## src/rtl/phy_res_pkg.sv

```systemverilog
package phy_res_pkg;
    localparam int REG_W = 5;

    localparam logic [REG_W-1:0] RA_CTRL = 5'd0;
    localparam logic [REG_W-1:0] RA_ID   = 5'd2;
    localparam logic [REG_W-1:0] RA_OWN  = 5'd4;
    localparam logic [REG_W-1:0] RA_PART = 5'd5;

    localparam int SPD_BIT = 13;
    localparam int DUP_BIT = 8;

    localparam logic [15:0] PART_MASK = 16'h03E0;
    localparam logic [15:0] MASK_100  = 16'h0380;
    localparam logic [15:0] MASK_FULL = 16'h0140;

    typedef enum logic [2:0] {
        ST_IDLE,
        ST_PROBE,
        ST_OWN_ADV,
        ST_PART_ABIL,
        ST_FORCE_WR,
        ST_REPORT
    } res_state_t;
endpackage

```

## src/rtl/res_mdio_txn.sv

```systemverilog
module res_mdio_txn
    import phy_res_pkg::*;
#(
    parameter int ADDR_W  = 5,
    parameter int DATA_W  = 16,
    parameter int TIMEOUT = 16
) (
    input  logic              clk,
    input  logic              rst_n,
    input  logic              go,
    input  logic              go_we,
    input  logic [ADDR_W-1:0] go_phy,
    input  logic [REG_W-1:0]  go_reg,
    input  logic [DATA_W-1:0] go_wdata,
    output logic              mdio_req,
    output logic              mdio_we,
    output logic [ADDR_W-1:0] mdio_phy,
    output logic [REG_W-1:0]  mdio_reg,
    output logic [DATA_W-1:0] mdio_wdata,
    input  logic              mdio_ack,
    input  logic [DATA_W-1:0] mdio_rdata,
    output logic              fin,
    output logic              fin_ok,
    output logic [DATA_W-1:0] fin_data
);
    localparam int CNT_W = (TIMEOUT > 2) ? $clog2(TIMEOUT) : 1;
    localparam logic [CNT_W-1:0] CNT_LAST = CNT_W'(TIMEOUT - 1);

    logic [CNT_W-1:0] wait_cnt;

    always_ff @(posedge clk or negedge rst_n) begin
        if (!rst_n) begin
            mdio_req   <= 1'b0;
            mdio_we    <= 1'b0;
            mdio_phy   <= '0;
            mdio_reg   <= '0;
            mdio_wdata <= '0;
            wait_cnt   <= '0;
            fin        <= 1'b0;
            fin_ok     <= 1'b0;
            fin_data   <= '0;
        end else begin
            fin <= 1'b0;
            if (mdio_req) begin
                if (mdio_ack) begin
                    mdio_req <= 1'b0;
                    fin      <= 1'b1;
                    fin_ok   <= 1'b1;
                    fin_data <= mdio_rdata;
                end else if (wait_cnt == CNT_LAST) begin
                    mdio_req <= 1'b0;
                    fin      <= 1'b1;
                    fin_ok   <= 1'b0;
                    fin_data <= '0;
                end else begin
                    wait_cnt <= wait_cnt + 1'b1;
                end
            end else if (go) begin
                mdio_req   <= 1'b1;
                mdio_we    <= go_we;
                mdio_phy   <= go_phy;
                mdio_reg   <= go_reg;
                mdio_wdata <= go_wdata;
                wait_cnt   <= '0;
            end
        end
    end
endmodule

```

## src/rtl/res_ability_merge.sv

```systemverilog
module res_ability_merge
    import phy_res_pkg::*;
#(
    parameter int DATA_W = 16
) (
    input  logic [DATA_W-1:0] own_adv,
    input  logic [DATA_W-1:0] part_raw,
    output logic [DATA_W-1:0] part_masked,
    output logic              sel_100,
    output logic              sel_full
);
    logic [DATA_W-1:0] shared;

    always_comb begin
        part_masked = part_raw & DATA_W'(PART_MASK);
        shared      = own_adv & part_masked;
        sel_100     = |(shared & DATA_W'(MASK_100));
        sel_full    = |(shared & DATA_W'(MASK_FULL));
    end
endmodule

```

## src/rtl/phy_link_resolver.sv

```systemverilog
module phy_link_resolver
    import phy_res_pkg::*;
#(
    parameter int ADDR_W  = 5,
    parameter int DATA_W  = 16,
    parameter int TIMEOUT = 16
) (
    input  logic              clk,
    input  logic              rst_n,
    input  logic              start,
    input  logic              force_en,
    input  logic              force_speed100,
    input  logic              force_full,
    output logic              mdio_req,
    output logic              mdio_we,
    output logic [ADDR_W-1:0] mdio_phy,
    output logic [4:0]        mdio_reg,
    output logic [DATA_W-1:0] mdio_wdata,
    input  logic              mdio_ack,
    input  logic [DATA_W-1:0] mdio_rdata,
    output logic              busy,
    output logic              done,
    output logic              phy_found,
    output logic [ADDR_W-1:0] phy_addr,
    output logic              speed100,
    output logic              full_duplex,
    output logic              serial_mode,
    output logic [DATA_W-1:0] ctrl_word
);
    localparam logic [ADDR_W-1:0] LAST_ADDR = '1;

    res_state_t state_q, state_d;

    logic              go, go_we;
    logic [ADDR_W-1:0] go_phy;
    logic [REG_W-1:0]  go_reg;
    logic [DATA_W-1:0] go_wdata;
    logic              fin, fin_ok;
    logic [DATA_W-1:0] fin_data;

    logic [ADDR_W-1:0] scan_q;
    logic [DATA_W-1:0] own_q;
    logic [DATA_W-1:0] part_raw, part_masked;
    logic              sel_100, sel_full;
    logic              id_hit, part_zero, take_force;
    logic [DATA_W-1:0] forced_word;

    res_mdio_txn #(.ADDR_W(ADDR_W), .DATA_W(DATA_W), .TIMEOUT(TIMEOUT)) u_txn (
        .clk        (clk),
        .rst_n      (rst_n),
        .go         (go),
        .go_we      (go_we),
        .go_phy     (go_phy),
        .go_reg     (go_reg),
        .go_wdata   (go_wdata),
        .mdio_req   (mdio_req),
        .mdio_we    (mdio_we),
        .mdio_phy   (mdio_phy),
        .mdio_reg   (mdio_reg),
        .mdio_wdata (mdio_wdata),
        .mdio_ack   (mdio_ack),
        .mdio_rdata (mdio_rdata),
        .fin        (fin),
        .fin_ok     (fin_ok),
        .fin_data   (fin_data)
    );

    assign part_raw = fin_ok ? fin_data : '0;

    res_ability_merge #(.DATA_W(DATA_W)) u_merge (
        .own_adv     (own_q),
        .part_raw    (part_raw),
        .part_masked (part_masked),
        .sel_100     (sel_100),
        .sel_full    (sel_full)
    );

    assign id_hit     = fin_ok && (fin_data != '0) && (fin_data != '1);
    assign part_zero  = (part_masked == '0);
    assign take_force = part_zero && force_en;

    always_comb begin
        forced_word          = '0;
        forced_word[SPD_BIT] = force_speed100;
        forced_word[DUP_BIT] = force_full;
    end

    // State register
    always_ff @(posedge clk or negedge rst_n) begin
        if (!rst_n) state_q <= ST_IDLE;
        else        state_q <= state_d;
    end

    // Next state and request issue
    always_comb begin
        state_d  = state_q;
        go       = 1'b0;
        go_we    = 1'b0;
        go_phy   = phy_addr;
        go_reg   = RA_ID;
        go_wdata = '0;
        unique case (state_q)
            ST_IDLE: begin
                if (start) begin
                    state_d = ST_PROBE;
                    go      = 1'b1;
                    go_phy  = '0;
                end
            end
            ST_PROBE: begin
                if (fin) begin
                    if (id_hit) begin
                        state_d = ST_OWN_ADV;
                        go      = 1'b1;
                        go_phy  = scan_q;
                        go_reg  = RA_OWN;
                    end else if (scan_q == LAST_ADDR) begin
                        state_d = ST_REPORT;
                    end else begin
                        go     = 1'b1;
                        go_phy = scan_q + 1'b1;
                    end
                end
            end
            ST_OWN_ADV: begin
                if (fin) begin
                    state_d = ST_PART_ABIL;
                    go      = 1'b1;
                    go_reg  = RA_PART;
                end
            end
            ST_PART_ABIL: begin
                if (fin) begin
                    if (take_force) begin
                        state_d  = ST_FORCE_WR;
                        go       = 1'b1;
                        go_we    = 1'b1;
                        go_reg   = RA_CTRL;
                        go_wdata = forced_word;
                    end else begin
                        state_d = ST_REPORT;
                    end
                end
            end
            ST_FORCE_WR: begin
                if (fin) state_d = ST_REPORT;
            end
            ST_REPORT: state_d = ST_IDLE;
            default:   state_d = ST_IDLE;
        endcase
    end

    // Result and scan registers
    always_ff @(posedge clk or negedge rst_n) begin
        if (!rst_n) begin
            scan_q      <= '0;
            phy_addr    <= '0;
            phy_found   <= 1'b0;
            own_q       <= '0;
            speed100    <= 1'b0;
            full_duplex <= 1'b0;
            serial_mode <= 1'b0;
        end else begin
            unique case (state_q)
                ST_IDLE: begin
                    if (start) begin
                        scan_q      <= '0;
                        phy_addr    <= '0;
                        phy_found   <= 1'b0;
                        own_q       <= '0;
                        speed100    <= 1'b0;
                        full_duplex <= 1'b0;
                        serial_mode <= 1'b0;
                    end
                end
                ST_PROBE: begin
                    if (fin) begin
                        if (id_hit) begin
                            phy_found <= 1'b1;
                            phy_addr  <= scan_q;
                        end else if (scan_q == LAST_ADDR) begin
                            serial_mode <= 1'b1;
                        end else begin
                            scan_q <= scan_q + 1'b1;
                        end
                    end
                end
                ST_OWN_ADV: begin
                    if (fin) own_q <= part_raw;
                end
                ST_PART_ABIL: begin
                    if (fin) begin
                        speed100    <= take_force ? force_speed100 : sel_100;
                        full_duplex <= take_force ? force_full     : sel_full;
                    end
                end
                default: ;
            endcase
        end
    end

    // Outputs
    always_comb begin
        busy                 = (state_q != ST_IDLE);
        done                 = (state_q == ST_REPORT);
        ctrl_word            = '0;
        ctrl_word[SPD_BIT]   = speed100;
        ctrl_word[DUP_BIT]   = full_duplex;
    end
endmodule

```

## config.mk

```make
export PLATFORM = sky130hd
export DESIGN_NAME = phy_link_resolver
export DESIGN_NICKNAME = d
export VERILOG_FILES = /design/src/rtl/phy_res_pkg.sv /design/src/rtl/res_mdio_txn.sv /design/src/rtl/res_ability_merge.sv /design/src/rtl/phy_link_resolver.sv
export SDC_FILE = /design/constraint.sdc
export NUM_CORES = 1
export LEC_CHECK = 0
export ABC_AREA = 1
export BUFFER_PORTS_ARGS = -buffer_cell sky130_fd_sc_hd__buf_2
export CAP_MARGIN = 10
export CORE_MARGIN = 2
export CORE_UTILIZATION = 30
export CTS_BUF_LIST = sky130_fd_sc_hd__clkbuf_8 sky130_fd_sc_hd__clkbuf_16
export CTS_CLUSTER_SIZE = 28
export DETAILED_ROUTE_END_ITERATION = 8
export PLACE_DENSITY = 0.5
export RECOVER_POWER = 50
export SYNTH_ARGS = -nofsm -noshare
export SYNTH_HDL_FRONTEND = slang
export SYNTH_SLANG_ARGS = --single-unit
export TNS_END_PERCENT = 30
```

## constraint.sdc

```tcl
create_clock -name clk -period 2.9 [get_ports clk]
set_clock_uncertainty 0.05 [all_clocks]
set_input_delay 0.58 -clock clk [delete_from_list [all_inputs] [get_ports clk]]
set_output_delay 0.58 -clock clk [all_outputs]
set_load 0.03 [all_outputs]
```

==> impl_metrics.yaml, run 1 <==
synthesis:
  yosysTopAreaCellShare_pct: 42.8
  synth_top_cell_by_area: "dfrtp_1"
  syn_inst: 426
  synth_cell_type_count: 35
  synth_edf_count: 0
  ys.flop_type: "dfrtp_1"
  ys_warn_count: 0
  synth-seq-cells: 55
  async_flop_share_pct: 100
  ys_seq_area_share_pct: 42.8
  synth_area_um2: 3210
  synth.avg_cell_area_um2: 7.55
  synthTopCellsByArea: "dfrtp_1, nand2_1, buf_4, nand3_1, o21ai_0"
sta:
  tightest_slew_ns: 1.37
  period_needed_ns: 2.04
  max_slew_margin_pct: 8.65
  fin_tns_setup_ns: 0
  period_share_pct: 70.3
  maxSlewViolCount: 0
  hold_violations: 0
  rsz0062_at_grt: "no"
  hold-worst-slack_ns: 0.435
  setup_slack_ns: 0.861
  setup_viol_count_final: 0
  max_freq_mhz: 490
power:
  clockPowerShare_pct: 14.2
  power_frac_comb_pct: 46.4
  power_mw: 3.06
  ir_drop_mv: 0.322
  pwr_density_cell_nw_per_um2: 864
  switching_share_pct: 48.4
  seq_power_share_pct: 39.4
  p_sw_mw: 1.48
  p_leak_nw: 1.81
  p_int_mw: 1.58
clock_network:
  cts_made_buffers: 5
  path_clk_slew_ns: 0.11
  cts_tree: "yes"
  clock_sinks: 55
  cts_hold_buf: 0
  cts_root_buf: "clkbuf_8"
  cts.repair.resized: 0
  ctsLongestPathBuffers: 2
  post_cts_buffers: 0
  clk_latency_ns: 0.31
  cts_max_level: 2
setup_path:
  reg2reg_depth: 11
  cp.depth: 11
  cp_max_fo: 18
  path_common_cell: "nand2_1"
  crit_buf_inv: 0
  cp.arrival_ns: 2.19
  cp.required_ns: 3.05
  end_kind: "flip-flop"
  slowest_delay_ns: 0.42
  crit_chain: "ha_1 -> nand2_1 -> nor2_1 -> ha_1 -> nand2_2 -> nand3_2 -> nand2_4 -> nand2_4 -> nand2_1 -> nand2_1 -> nand2_1"
  start_kind: "flip-flop"
  worstSetupPathType: "reg -> reg"
  cp_slowest_cell: "dfrtp_1"
  cpLargestDelayFamily: "simple AND/OR/NAND/NOR gates"
grt:
  grt_max_degree: 26
  grt_usage_pct: 13.5
  grt_pass1_vias: 2566
  grt_antenna_before_repair: 0
  grt_first_pass_wirelength_mm: 12.5
  overflow: 0
routing:
  drc_errors: 0
  ant_nets: 0
  dr.pass1.iters: 4
  wl_per_cell_um: 11.9
  drtIter0Drc: 108
  routed_via_density: 4.47
  routed_wl_mm: 7.22
  num_vias: 2715
floorplan:
  core-area_um2: 10400
  start_util_pct: 31.0
  die_area_um2: 11600
  rows: 37
  fp.dieH_um: 108
  floorplan.io_pins: 78
  die_x_um: 108
finish:
  drive_above_1_share_pct: 15.9
  layout.nets: 497
  final_core_util_pct: 34.1
  regMostFlops: "u_txn.fin_data"
  fill_cells: 1162
  fin_cells: 608
  syn_to_final_growth_pct: 10.1
  stdcell_area_um2: 3540
  antenna_cells: 0
  largest_reg_flops: 16
job:
  cap_violations: 0
placed_design:
  place_area_um2: 3470
  gp_congestion: 0.854
  dp_hpwl_mm: 5.50
  port_buffers: 47
  dp.cells: 600
  pre_cts_ws_ns: 0.856
hold_path:
  holdPathStages: 2
  hp-class: "reg -> reg"
status:
  outcome: "finished clean"
==> cells in the mapped netlist, drive strengths merged, types with 3 or more instances <==
cell type,n
nand2,113
dfrtp,55
inv,50
nand3,48
nor2,42
o21ai,41
buf,35
nand4,13
clkbuf,7
nor3,4
ha,3
==> layout by cell type, fill, tap and decap left out, types with 2 or more instances in the layout <==
| cell | synthesis | layout |
|---|---|---|
| clkbuf_1 | 7 | 13 |
| dfrtp_1 | 55 | 55 |
| clkbuf_8 | 0 | 5 |
| conb_1 | 1 | 30 |
| buf_4 | 32 | 3 |
| a21oi_1 | 2 | 2 |
| o21ai_2 | 4 | 4 |
| o22ai_1 | 2 | 2 |
| inv_2 | 8 | 8 |
| o21ai_1 | 5 | 5 |
| inv_1 | 42 | 43 |
| buf_2 | 1 | 35 |
| nand2_4 | 2 | 2 |
| nor3_1 | 4 | 4 |
| o21ai_0 | 32 | 32 |
| nand2_2 | 8 | 8 |
| nand4_1 | 12 | 12 |
| ha_1 | 3 | 3 |
| nor2_2 | 2 | 2 |
| nand2_1 | 103 | 103 |
| nor2_1 | 39 | 39 |
| xor2_1 | 2 | 2 |
| nand3_2 | 2 | 2 |
| o2111ai_1 | 2 | 2 |
| nand3_1 | 45 | 45 |
==> power groups by stage <==
stage	sequential [mW]	combinational (mW)	clock, mW
after global placement	1.22	1.46	0
after global routing	1.25	1.62	0.503
final	1.20	1.42	0.436
after CTS	1.21	1.45	0.461
after floorplan	1.32	1.00	0
after detailed placement	1.22	1.45	0
==> final timing paths <==
path                       startpoint            endpoint  slack [ns]
max in group asynchronous       rst_n   u_txn.wait_cnt[2]        0.99
max                         scan_q[0]   u_txn.wait_cnt[2]        0.86
min reg2reg                 phy_found           phy_found        0.43
min in group asynchronous       rst_n  u_txn.fin_data[14]        0.51
max reg2reg                 scan_q[0]   u_txn.wait_cnt[2]        0.86
min                         phy_found           phy_found        0.43
==> final cells by class <==
type	count	area (µm²)	area share, %
Inverter	51	191	5.41
Timing Repair Buffer	51	246	6.97
Clock buffer	5	68.8	1.94
Sequential cell	55	1380	38.9
Multi-Input combinational cell	307	1470	41.4
Clock inverter	3	20.0	0.566
Tap cell	136	170	4.81
==> kinds of logic after synthesis <==
family | count (synthesis) | share of synthesized area (%)
and+or+nand+nor | 222 | 31.5
buffers and inverters | 93 | 15.0
DFF | 55 | 42.8
AOI/OAI and AO/OA | 49 | 8.56
xor gates and xnor gates | 3 | 0.818
adders and majority gates | 3 | 1.17
other | 1 | 0.117
==> layer usage <==
metal | part of all wire (%) | GRT usage (%) | up-vias
met5 | 0 | 0 | -
met2 | 45 | 19.9 | 73
met3 | 5.6 | 2.66 | 10
li1 | - | - | 1406
met1 | 48 | 20.3 | 1226
met4 | 1.4 | 3.11 | 0
==> worst min-delay path: cells and delay by family, from the launching register on <==
kind	cells	cell delay (ns)
flops	1	0.36
simple gates	2	0.09
(Power assumes the default switching activity.)
==> run 2: changes to the inputs <==
Clock period 2.9 ns to 1.9 ns, I/O delays scaled along.
==> impl_metrics.yaml, run 2 (synthesized netlist as in run 1, its figures left out) <==
status:
  outcome: "finished clean"
setup_path:
  worstSetupPathType: "reg -> reg"
  reg2reg_depth: 13
  slowest_delay_ns: 0.40
  path_common_cell: "nand2_1"
  r2r_slack_ns: 0.11
  cp.arrival_ns: 1.95
  end_kind: "flip-flop"
  crit_end: "u_txn.mdio_phy[2]"
  cp_max_fo: 5
  cp-startpoint: "scan_q[1]"
  cp.required_ns: 2.06
  r2r_end: "u_txn.mdio_phy[2]"
  cp_slowest_cell: "dfrtp_1"
  crit_chain: "ha_2 -> nand2_2 -> nor2_2 -> ha_2 -> inv_1 -> o21ai_0 -> nand2_1 -> nand2_1 -> nand2_1 -> nand2_1 -> nor2_1 -> nor2_1 -> nor2_1"
  start_kind: "flip-flop"
  reg2reg_from: "scan_q[1]"
finish:
  layout.nets: 515
  multiInputGateArea_um2: 1500
  seq_area_um2: 1380
  antenna_cells: 0
  final_cell_mix: "nand2_1, dfrtp_1, nand3_1, inv_1, buf_2"
  fill_cells: 1120
  drive_above_1_share_pct: 21.7
  mostFrequentLayoutCell: "nand2_1"
  regMostFlops: "u_txn.fin_data"
  syn_to_final_growth_pct: 16.5
  largest_reg_flops: 16
  fin_cells: 625
  final_core_util_pct: 36.1
routing:
  ant_nets: 0
  routed_wl_mm: 7.27
  wl_per_cell_um: 11.6
  drc_errors: 0
  drtIter0Drc: 65
  routed_via_density: 4.40
  num_vias: 2751
  dr.pass1.iters: 4
job:
  cap_violations: 0
floorplan:
  die_area_um2: 11600
  start_util_pct: 31.0
  fp.dieH_um: 108
  die_x_um: 108
  rows: 37
  core-area_um2: 10400
  floorplan.io_pins: 78
clock_network:
  clk_latency_ns: 0.30
  cts_tree: "yes"
  clock_sinks: 55
  path_clk_slew_ns: 0.10
  cts_max_level: 2
  ctsLongestPathBuffers: 2
  cts_root_buf: "clkbuf_8"
  cts_hold_buf: 0
  cts_made_buffers: 5
placed_design:
  gp_congestion: 0.821
  dp.cells: 617
  dp_hpwl_mm: 5.40
  port_buffers: 47
sta:
  fin_tns_setup_ns: 0
  rsz0062_at_grt: "yes"
  period_needed_ns: 1.79
  tightest_slew_ns: 1.37
  max_freq_mhz: 558
  setup_viol_count_final: 0
  maxSlewViolCount: 0
  hold_violations: 0
  max_slew_margin_pct: 8.96
  period_share_pct: 94.3
power:
  pwr_density_cell_nw_per_um2: 1330
  seq_power_share_pct: 36.1
  power_frac_comb_pct: 48.7
  power_mw: 5.00
  p_int_mw: 2.71
  switching_share_pct: 45.8
  p_leak_nw: 1.94
  clockPowerShare_pct: 15.2
  p_sw_mw: 2.29
  ir_drop_mv: 0.435
grt:
  grt_first_pass_wirelength_mm: 12.4
  grt_max_degree: 56
  grt_antenna_before_repair: 0
  grt_usage_pct: 13.1
  overflow: 0
  grt_pass1_vias: 2637
hold_path:
  hp-class: "in -> reg"
[run 2: changes by cell type in the layout (fill, tap and decap cells not counted), sizes merged]
cell / change
clkbuf: -5
bufinv: +1
buf: +23
clkinvlp: -1
inv: -1
[run 2: area by class of cell]
cell class	count	share of cell area (%)
clock inverters	2	0.902
well taps	136	4.54
inverters	51	5.18
clock buffers	5	1.84
repair buffers	69	10.8
flip-flops and latches	55	36.8
multi-input cells	307	40.0
[run 2: worst min-delay path by stage]
stage	start	end	slack, ns	depth (start not counted)
global placement	rst_n	u_txn.wait_cnt[0]	0.36	2
detailed placement	rst_n	u_txn.fin_data[1]	0.36	2
finish	mdio_rdata[15]	u_txn.fin_data[15]	0.25	3
floorplan	rst_n	full_duplex	0.03	0
global route	mdio_rdata[10]	u_txn.fin_data[10]	0.25	3
CTS	rst_n	scan_q[0]	0.02	2
[run 2: critical path: cells and delay by family, from the launching register on]
kind	cells	cell delay, ns
and+or+nand+nor	9	0.55
adders and majority gates	2	0.44
DFF	1	0.40
AOI/OAI and AO/OA	1	0.16
buffers and inverters	1	0.09
[run 2: repair_timing]
action / CTS / global route
resized for setup: 0 / 13
buffers inserted: 0 / 1
setup endpoints to repair: 0 / 16
[run 2: power groups by stage]
stage	Sequential (mW)	Combinational (mW)	Clock, mW
final	1.80	2.43	0.757
after global routing	1.86	2.74	0.848
after CTS	1.80	2.44	0.799
after detailed placement	1.83	2.43	0
after global placement	1.81	2.43	0
after floorplan	2.02	1.53	0
[run 2: metrics by stage]
step	worst slack, ns	area (µm²)	hold WS [ns]
5_1_grt	-0.0654	3740	0.254
2_1_floorplan	0.118	3320	0.0344
3_5_place_dp	0.105	3620	0.360
4_1_cts	0.0891	3720	0.0223
3_3_place_gp	0.144	3620	0.357
6_report	0.109	3740	0.253
[run 2: per-layer routing]
layer | part of all wire [%] | global-route usage [%]
met5 | 0 | 0
met3 | 5.1 | 2.54
met4 | 0.81 | 3.21
met1 | 47 | 17.9
met2 | 47 | 21.5
==> run 3: changes to the inputs <==
Settings changed: ABC_AREA 1 to default.
==> impl_metrics.yaml, run 3 <==
status:
  outcome: "complete, but fails checks"
  violations: "negative setup slack"
sta:
  tightest_slew_ns: 0.563
  hold_violations: 0
  rsz0062_at_grt: "yes"
  maxSlewViolCount: 0
  hold-worst-slack_ns: 0.233
  max_freq_mhz: 492
  setup_viol_count_final: 21
  max_slew_margin_pct: 62.5
  period_share_pct: 107
  period_needed_ns: 2.03
  setup_slack_ns: -0.131
grt:
  grt_antenna_before_repair: 0
  grt_usage_pct: 14.4
  grt_first_pass_wirelength_mm: 13.0
  grt_max_degree: 36
  grt_pass1_vias: 2548
  overflow: 0
floorplan:
  rows: 37
  start_util_pct: 30.5
  die_x_um: 106
  fp.dieH_um: 106
  floorplan.io_pins: 78
  die_area_um2: 11200
  core-area_um2: 10200
routing:
  drtIter0Drc: 124
  dr.pass1.iters: 4
  drc_errors: 0
  ant_nets: 0
  wl_per_cell_um: 14.0
  routed_wl_mm: 7.90
  routed_via_density: 4.69
  num_vias: 2650
finish:
  antenna_cells: 0
  mostFrequentLayoutCell: "dfrtp_1"
  final_core_util_pct: 38.3
  regMostFlops: "u_txn.fin_data"
  layout.nets: 454
  largest_reg_flops: 16
  syn_to_final_growth_pct: 25.7
  fin_cells: 565
  drive_above_1_share_pct: 34.0
  final_cell_mix: "dfrtp_1, buf_4, buf_2, nand2_1, conb_1"
synthesis:
  yosysMostFrequentCell: "dfrtp_1"
  synthTopCellsByCount: "dfrtp_1, nand2_1, buf_4"
  ys.flop_type: "dfrtp_1"
  synthTopCellsByArea: "dfrtp_1, buf_4, nand2_1, a22o_1, o21ai_0"
  ys_warn_count: 0
  async_flop_share_pct: 100
  synth.avg_cell_area_um2: 9.31
  ys_seq_area_share_pct: 44.1
  yosysTopAreaCellShare_pct: 44.1
  synth-seq-cells: 55
  syn_inst: 335
  synth_cell_type_count: 57
  synth_top_cell_by_area: "dfrtp_1"
  synth_area_um2: 3120
  synth_edf_count: 0
clock_network:
  cts_max_level: 2
  ctsLongestPathBuffers: 2
  cts_made_buffers: 5
  cts_root_buf: "clkbuf_8"
  clk_latency_ns: 0.31
  cts_tree: "yes"
  clock_sinks: 55
  path_clk_slew_ns: 0.10
setup_path:
  end_kind: "flip-flop"
  cp.arrival_ns: 2.23
  start_kind: "flip-flop"
  crit_buf_inv: 0
  crit_chain: "or4_4 -> nor2_4 -> a31oi_4 -> o211ai_2 -> a21boi_4 -> a22o_1"
  slowest_delay_ns: 0.54
  cpLargestDelayFamily: "compound AO/OA/AOI/OAI gates"
  worstSetupPathType: "reg -> reg"
  cp_slowest_cell: "or4_4"
  cp_max_fo: 6
  cp.required_ns: 2.10
placed_design:
  dp.cells: 553
  gp_congestion: 0.869
  port_buffers: 47
  dp_hpwl_mm: 5.92
power:
  p_leak_nw: 1.94
  power_mw: 5.14
  pwr_density_cell_nw_per_um2: 1310
  ir_drop_mv: 0.580
job:
  cap_violations: 0
hold_path:
  hp-class: "in -> reg"
==> run 3: final timing paths <==
path / startpoint / to / slack [ns] / cells after the start
max in group asynchronous: rst_n / u_txn.wait_cnt[1] / 0.30 / 3
max reg2reg: u_txn.fin_data[10] / u_txn.wait_cnt[1] / -0.13 / 6
min: mdio_rdata[12] / u_txn.fin_data[12] / 0.23 / 2
min in group asynchronous: rst_n / phy_found / 0.53 / 2
min reg2reg: u_txn.mdio_wdata[13] / u_txn.mdio_wdata[13] / 0.43 / 2
max: u_txn.fin_data[10] / u_txn.wait_cnt[1] / -0.13 / 6
==> run 3: logic make-up after synthesis <==
kind of cell	Yosys count	synth area share [%]
multiplexers	8	2.57
AO/OA/AOI/OAI	83	19.5
adder cells (fa/ha/maj)	3	1.20
buffers and inverters	59	12.3
other	1	0.120
XOR/XNOR	1	0.281
flip-flops	55	44.1
AND/OR/NAND/NOR	125	19.9
==> run 3: metrics by stage <==
step / setup WS, ns / instance area, µm² / TNS (ns)
3_3_place_gp: -0.0965 / 3710 / -0.859
2_1_floorplan: -0.0359 / 3230 / -0.142
3_5_place_dp: -0.157 / 3710 / -1.30
4_1_cts: -0.125 / 3870 / -1.44
6_report: -0.131 / 3920 / -1.50
5_1_grt: -0.220 / 3920 / -4.02
==> run 3: report_power, final <==
group          switching [mW]  internal [mW]
Sequential              0.271           1.53
Combinational            1.51           1.17
Clock                   0.403          0.254
Total                    2.19           2.95
==> run 3: final cells by class <==
class	count	area (µm²)
clock inverters	3	15.0
multi-input cells	250	1540
clock buffers	5	68.8
flip-flops and latches	55	1380
well taps	136	170
fillers	1041	6310
repair buffers	106	709
inverters	10	37.5
==> run 3: metal layers <==
layer	global-route usage (%)	share of wire, %	wire (µm)	up-vias
met5	0	0	0	-
met4	3.01	0.63	50	0
met3	2.58	4.5	352	5
met2	24.1	48	3820	65
met1	19.6	47	3680	1271
li1	-	-	-	1309
==> run 3: worst reg2reg max path: cells and delay by family, from the launching register on <==
kind / cells / cell delay, ns
simple gates: 2 / 0.69
flops: 1 / 0.39
compound gates: 4 / 0.84
==> run 3: repair_timing <==
item / 4_1_cts / 5_1_grt
endpoints found under the hold margin: 9 / 0
buffers inserted: 1 / 2
endpoints found under the setup margin: 26 / 30
resized for setup: 11 / 17
pin swaps: 7 / 4
hold buffers: 1 / 0
